==> config.mk <==
export PLATFORM = sky130hd
export DESIGN_NAME = bfu_top
export DESIGN_NICKNAME = d
export VERILOG_FILES = /design/src/rtl/bfu_pkg.sv /design/src/rtl/bfu_legal.sv /design/src/rtl/bfu_mask_gen.sv /design/src/rtl/bfu_merge.sv /design/src/rtl/bfu_top.sv
export SDC_FILE = /design/constraint.sdc
export NUM_CORES = 1
export LEC_CHECK = 0
export BUFFER_PORTS_ARGS = -buffer_cell sky130_fd_sc_hd__buf_4
export CAP_MARGIN = 20
export CORE_MARGIN = 3
export CORE_UTILIZATION = 25
export DETAILED_ROUTE_END_ITERATION = 8
export PLACE_DENSITY_LB_ADDON = 0.15
export RECOVER_POWER = 100
export SYNTH_ARGS = -nofsm -noshare
export SYNTH_HDL_FRONTEND = slang
export SYNTH_SLANG_ARGS = --single-unit
export TNS_END_PERCENT = 1
==> constraint.sdc <==
create_clock -name clk -period 13.11 [get_ports clk]
set_clock_uncertainty 0.2 [all_clocks]
set_input_delay 3.2775 -clock clk [delete_from_list [all_inputs] [get_ports clk]]
set_output_delay 3.2775 -clock clk [all_outputs]
set_load 0.01 [all_outputs]
==> src/rtl/bfu_pkg.sv <==
package bfu_pkg;

    localparam int DATA_W = 32;
    localparam int POS_W  = $clog2(DATA_W) + 1;

    typedef enum logic {
        BF_CLEAR  = 1'b0,
        BF_INSERT = 1'b1
    } bf_op_e;

    typedef struct packed {
        logic wen;
        logic illegal;
    } bf_status_t;

endpackage

==> src/rtl/bfu_legal.sv <==
module bfu_legal #(
    parameter int DATA_W = bfu_pkg::DATA_W,
    parameter int POS_W  = bfu_pkg::POS_W
) (
    input  logic [POS_W-1:0] lsb_i,
    input  logic [POS_W-1:0] width_i,
    input  logic             reg_bad_i,
    output logic             legal_o
);
    localparam logic [POS_W:0] LIMIT = (POS_W+1)'(DATA_W);

    logic [POS_W:0] span_end;
    logic           pos_ok;
    logic           width_ok;

    always_comb begin
        span_end = {1'b0, lsb_i} + {1'b0, width_i};
        pos_ok   = ({1'b0, lsb_i} < LIMIT);
        width_ok = (width_i != '0) && (span_end <= LIMIT);
        legal_o  = !reg_bad_i && pos_ok && width_ok;
    end

    // a legal decision never admits an empty field
    always_comb begin
        if (legal_o) begin
            assert_legal_nonempty_R2: assert (width_i != '0)
                else $error("legal request with empty field");
        end
    end
endmodule

==> src/rtl/bfu_mask_gen.sv <==
module bfu_mask_gen #(
    parameter int DATA_W = bfu_pkg::DATA_W,
    parameter int POS_W  = bfu_pkg::POS_W
) (
    input  logic [POS_W-1:0]  lsb_i,
    input  logic [POS_W-1:0]  width_i,
    output logic [DATA_W-1:0] mask_o
);
    localparam logic [POS_W-1:0] FULL = POS_W'(DATA_W);

    logic [DATA_W-1:0] low_ones;

    always_comb begin
        if (width_i >= FULL) low_ones = '1;
        else                 low_ones = (DATA_W'(1) << width_i) - DATA_W'(1);
        mask_o = low_ones << lsb_i;
    end

    // an in-range field yields exactly width ones starting at lsb
    always_comb begin
        if (width_i != '0 && (32'(lsb_i) + 32'(width_i)) <= DATA_W) begin
            assert_mask_count_R3: assert ($countones(mask_o) == 32'(width_i))
                else $error("mask population wrong");
            assert_mask_start_R4: assert (mask_o[lsb_i[POS_W-2:0]] == 1'b1)
                else $error("mask does not begin at lsb");
        end
    end
endmodule

==> src/rtl/bfu_merge.sv <==
module bfu_merge #(
    parameter int DATA_W = bfu_pkg::DATA_W,
    parameter int POS_W  = bfu_pkg::POS_W
) (
    input  bfu_pkg::bf_op_e    op_i,
    input  logic [DATA_W-1:0]  dst_i,
    input  logic [DATA_W-1:0]  src_i,
    input  logic [POS_W-1:0]   lsb_i,
    input  logic [DATA_W-1:0]  mask_i,
    output logic [DATA_W-1:0]  result_o
);
    logic [DATA_W-1:0] kept;
    logic [DATA_W-1:0] placed;

    always_comb begin
        kept   = dst_i & ~mask_i;
        placed = (src_i << lsb_i) & mask_i;
        unique case (op_i)
            bfu_pkg::BF_CLEAR:  result_o = kept;
            bfu_pkg::BF_INSERT: result_o = kept | placed;
            default:            result_o = kept;
        endcase
    end

    // bits outside the field always pass through from dst
    always_comb begin
        assert_outside_kept_R4: assert (((result_o ^ dst_i) & ~mask_i) == '0)
            else $error("bit outside field altered");
        if (op_i == bfu_pkg::BF_CLEAR) begin
            assert_clear_zero_R3: assert ((result_o & mask_i) == '0)
                else $error("clear left a field bit set");
        end
    end
endmodule

==> src/rtl/bfu_top.sv <==
module bfu_top #(
    parameter int DATA_W = bfu_pkg::DATA_W,
    parameter int POS_W  = bfu_pkg::POS_W
) (
    input  logic              clk,
    input  logic              rst,
    input  logic              in_valid,
    input  logic              in_op,
    input  logic [DATA_W-1:0] in_dst,
    input  logic [DATA_W-1:0] in_src,
    input  logic [POS_W-1:0]  in_lsb,
    input  logic [POS_W-1:0]  in_width,
    input  logic              in_cond_pass,
    input  logic              in_reg_bad,
    output logic [DATA_W-1:0] out_result,
    output logic              out_wen,
    output logic              out_illegal
);
    import bfu_pkg::*;

    bf_op_e             op;
    logic               legal;
    logic [DATA_W-1:0]  mask;
    logic [DATA_W-1:0]  merged;
    bf_status_t         next_status;
    bf_status_t         status_q;
    logic [DATA_W-1:0]  result_q;

    assign op = bf_op_e'(in_op);

    bfu_legal #(.DATA_W(DATA_W), .POS_W(POS_W)) u_legal (
        .lsb_i     (in_lsb),
        .width_i   (in_width),
        .reg_bad_i (in_reg_bad),
        .legal_o   (legal)
    );

    bfu_mask_gen #(.DATA_W(DATA_W), .POS_W(POS_W)) u_mask (
        .lsb_i   (in_lsb),
        .width_i (in_width),
        .mask_o  (mask)
    );

    bfu_merge #(.DATA_W(DATA_W), .POS_W(POS_W)) u_merge (
        .op_i     (op),
        .dst_i    (in_dst),
        .src_i    (in_src),
        .lsb_i    (in_lsb),
        .mask_i   (mask),
        .result_o (merged)
    );

    always_comb begin
        next_status.wen     = in_valid && legal && in_cond_pass;
        next_status.illegal = in_valid && !legal;
    end

    always_ff @(posedge clk) begin
        if (rst) begin
            status_q <= '0;
            result_q <= '0;
        end else begin
            status_q <= next_status;
            result_q <= next_status.wen ? merged : '0;
        end
    end

    assign out_wen     = status_q.wen;
    assign out_illegal = status_q.illegal;
    assign out_result  = result_q;

    // a write needs a passing condition on a valid request
    assert_wen_cond_R7: assert property (@(posedge clk) disable iff (rst)
        out_wen |-> $past(in_valid && in_cond_pass));

    // write and illegal are never raised together
    assert_wen_excl_R2: assert property (@(posedge clk) disable iff (rst)
        !(out_wen && out_illegal));

    // a forbidden register always reports illegal
    assert_bad_reg_R8: assert property (@(posedge clk) disable iff (rst)
        $past(in_valid && in_reg_bad) |-> (out_illegal && !out_wen));

    // an idle cycle produces quiet outputs
    assert_idle_quiet_R9: assert property (@(posedge clk) disable iff (rst)
        !$past(in_valid) |-> (!out_wen && !out_illegal && out_result == '0));
endmodule

==> results.txt <==
Setup violators final -> 0
Leakage power -> 2.675 nW
Starting Density -> 25.60%
Total track usage -> 20.26%
Most frequent CP cell -> o21ai_0
# resized after CTS -> 0
Worst path slowest cell -> or2_0
Die Wd -> 167.0 um
Cell Pwr Density -> 63.25 nW/um^2
Total Nets Final -> 1030
Via/cell ratio -> 6.031
Setup TNS -> 0 ns
Syn_nets -> 986
I/O pins -> 116
H-tree levels -> 2
Setup CP Type -> in2reg
Per-cell routed wire length -> 23.69 um
Slew @ Worst Pin -> 1.698 ns
Gate Count Post-Synth -> 896
CP Cell Sequence -> clkbuf_1, inv_1, clkbuf_1, fa_1, nor2b_1, o21ai_0, nand2b_1, xor2_1, nor2_1, o21ai_0, or2_0, inv_1, nand3_1, o21ai_0
Final period demand of the worst path -> 9.191 ns
CTS tree -> built
Post-synthesis cell type count -> 112
Antenna viol nets, final -> 0
Total inserted antenna cells -> 0
Gr ovfl total -> 0
Cell Area, Synth -> 6482 sq um
Residual DRC count -> 0
Layout fillers -> 2819
CP Data Arrival Time -> 9.14 ns
Hold Fails Final Rpt -> 0
Clock transition at path regs -> 0.07 ns
CTS sink cnt -> 34
Vias -> 7666
Commonest non-fill, non-tap cell in the layout -> nand2_1
Sw power -> 0.0002002 W
Critical Path Sink Type -> flop
Mapped Avg Cell Area -> 7.235 sq um
Die area -> 27900 sq um
Core area -> 25330 sq um
Total CTS buffers -> 5
Most frequent cells in the layout -> 112 x nand2_1, 89 x buf_4, 73 x nor2_1, 66 x a21oi_1, 44 x o21ai_0
Seq/Total Area, Yosys -> 10.50%
Worst path max stage delay -> 1.10 ns
Synth Flop Type -> dfxtp_1
Area grow syn2layout -> 13.76%
Status -> finished with violations
Die height -> 167.0 um
Maximum vdd ir drop -> 0.06422 mV
Setup crit start kind -> input pin
Postcts setup bufs -> 0
Fin worst setup slack -> 3.919 ns
Largest net degree at the start of global routing -> 66
Fmax -> 108.8 MHz
RSZ-0062 raised after global routing -> no
Hold_sp -> in_dst[17]
Pre-antenna DRT Iters -> 5
Switching Share -> 42.92%
Max-Cap Viols -> 1
Vias in the first global route -> 7228
Row Count -> 58
Post-CTS Hold Fix Bufs -> 0
Final core utilization -> 29.12%
Antenna violations before repair -> 0
Hold Path Cell Cnt -> 3
WHS Endpoint -> out_result[17]$_SDFF_PP0_
Routed WL -> 30110 um
Layout cells sized above 1 -> 17.96%
Internal power -> 0.0002663 W
Flop pwr share -> 22.4%
Clock root buffer -> clkbuf_16
First-pass GRT wire length -> 45480 um
Dpl ws -> 5.536 ns
1st-iter DRT viols -> 737
Clk network pwr share -> 26.7%
Post-synth ARST share -> 0%
Failing checks -> capacitance limit, slew limit
Worst relative slew slack -> -13.20%
Post-synth EDFFs -> 0
Port buffer count -> 115
Crit share post-route -> 70.11%
Combinational power share -> 50.9%
Ys Warns -> 0
Routability congestion estimate -> 0.9044
Hpwl dp -> 22540 um
Worst EP required -> 13.06 ns
Worst-path maximum fanout -> 27
Worst min path class -> in2reg
Number of synthesized register bits -> 34
Longest Clk Path Bufs -> 2
Fin. max-slew vios -> 28
==> critical path: cells and delay by family <==
kind	cells	cell delay [ns]
adders and majority gates	1	0.73
AOI/OAI and AO/OA	3	0.37
buffers and inverters	4	2.87
xor gates and xnor gates	1	0.15
and+or+nand+nor	5	1.70
==> cells in the mapped netlist (15+ instances only) <==
cell / number / share of area [%]
a211oi_1: 24 / 2.8
a21oi_1: 66 / 5.1
buf_2: 21 / 1.6
clkbuf_1: 36 / 2.1
dfxtp_1: 34 / 10
mux2i_1: 29 / 4.5
mux4_2: 19 / 6.6
nand2_1: 112 / 6.5
nand3_1: 28 / 2.2
nor2_1: 73 / 4.2
nor2b_1: 18 / 1.7
nor3_1: 24 / 1.9
o211ai_1: 15 / 1.7
o21ai_0: 41 / 3.2
==> power groups by stage <==
stage	combinational, W	sequential (W)	clock [W]
2_1_floorplan	0.000157	0.000107	0
3_3_place_gp	0.000235	0.000107	0
3_5_place_dp	0.000232	0.000107	0
4_1_cts	0.000233	0.000104	0.000127
5_1_grt	0.000254	0.000104	0.000129
6_report	0.000237	0.000104	0.000125
==> cell families after synthesis <==
group	synth area share (%)
AO/OA/AOI/OAI	37.17
XOR/XNOR	0.8106
adder cells (fa/ha/maj)	1.660
buffers and inverters	8.222
flip-flops	10.50
multiplexers	12.53
AND/OR/NAND/NOR	29.11
==> sequential cells by signal (all words and copies together) (netlist names) <==
name,count
out_result,32
out_illegal,1
out_wen,1
==> final cells by class <==
cell class / count / area, sq um / share of cell area [%]
inverter: 17 / 63.81 / 0.8653
timing repair buffer: 125 / 803.3 / 10.89
multi-input combinational: 757 / 5263 / 71.36
tap: 330 / 412.9 / 5.599
sequential: 34 / 680.7 / 9.230
clock buffer: 6 / 138.9 / 1.883
clock inverter: 2 / 12.51 / 0.1697
==> metrics by stage <==
step                hold WS (ns)  total power [W]  area, sq um  cells
finish                     3.010        0.0004665         7375   1271
global route               3.026        0.0004876         7375   1271
CTS                        3.017        0.0004648         7508   1270
detailed placement         3.309        0.0003391         7357   1262
global placement           3.309        0.0003418         7357   1262
floorplan                  3.208        0.0002645         6482    896
==> metal layers <==
metal	GRT usage [%]	share of wire [%]	up-vias
li1	-	-	3550
met1	29.10	46	3732
met2	32.73	46	347
met3	1.899	6.4	37
met4	4.914	2.0	0
met5	0	0	-
==> how the worst max path moves through the flow <==
| stage | start | cells past startpoint | endpoint | slack (ns) |
|---|---|---|---|---|
| after floorplan | in_width[3] | 16 | out_result[30]$_SDFF_PP0_ | 6.45 |
| after global placement | in_width[3] | 14 | out_result[12]$_SDFF_PP0_ | 5.52 |
| after detailed placement | in_width[3] | 14 | out_result[12]$_SDFF_PP0_ | 5.54 |
| after CTS | in_width[3] | 14 | out_result[12]$_SDFF_PP0_ | 5.83 |
| after global routing | in_lsb[1] | 14 | out_result[19]$_SDFF_PP0_ | 3.42 |
| final | in_lsb[1] | 14 | out_result[19]$_SDFF_PP0_ | 3.92 |
(Power assumes the default switching activity.)
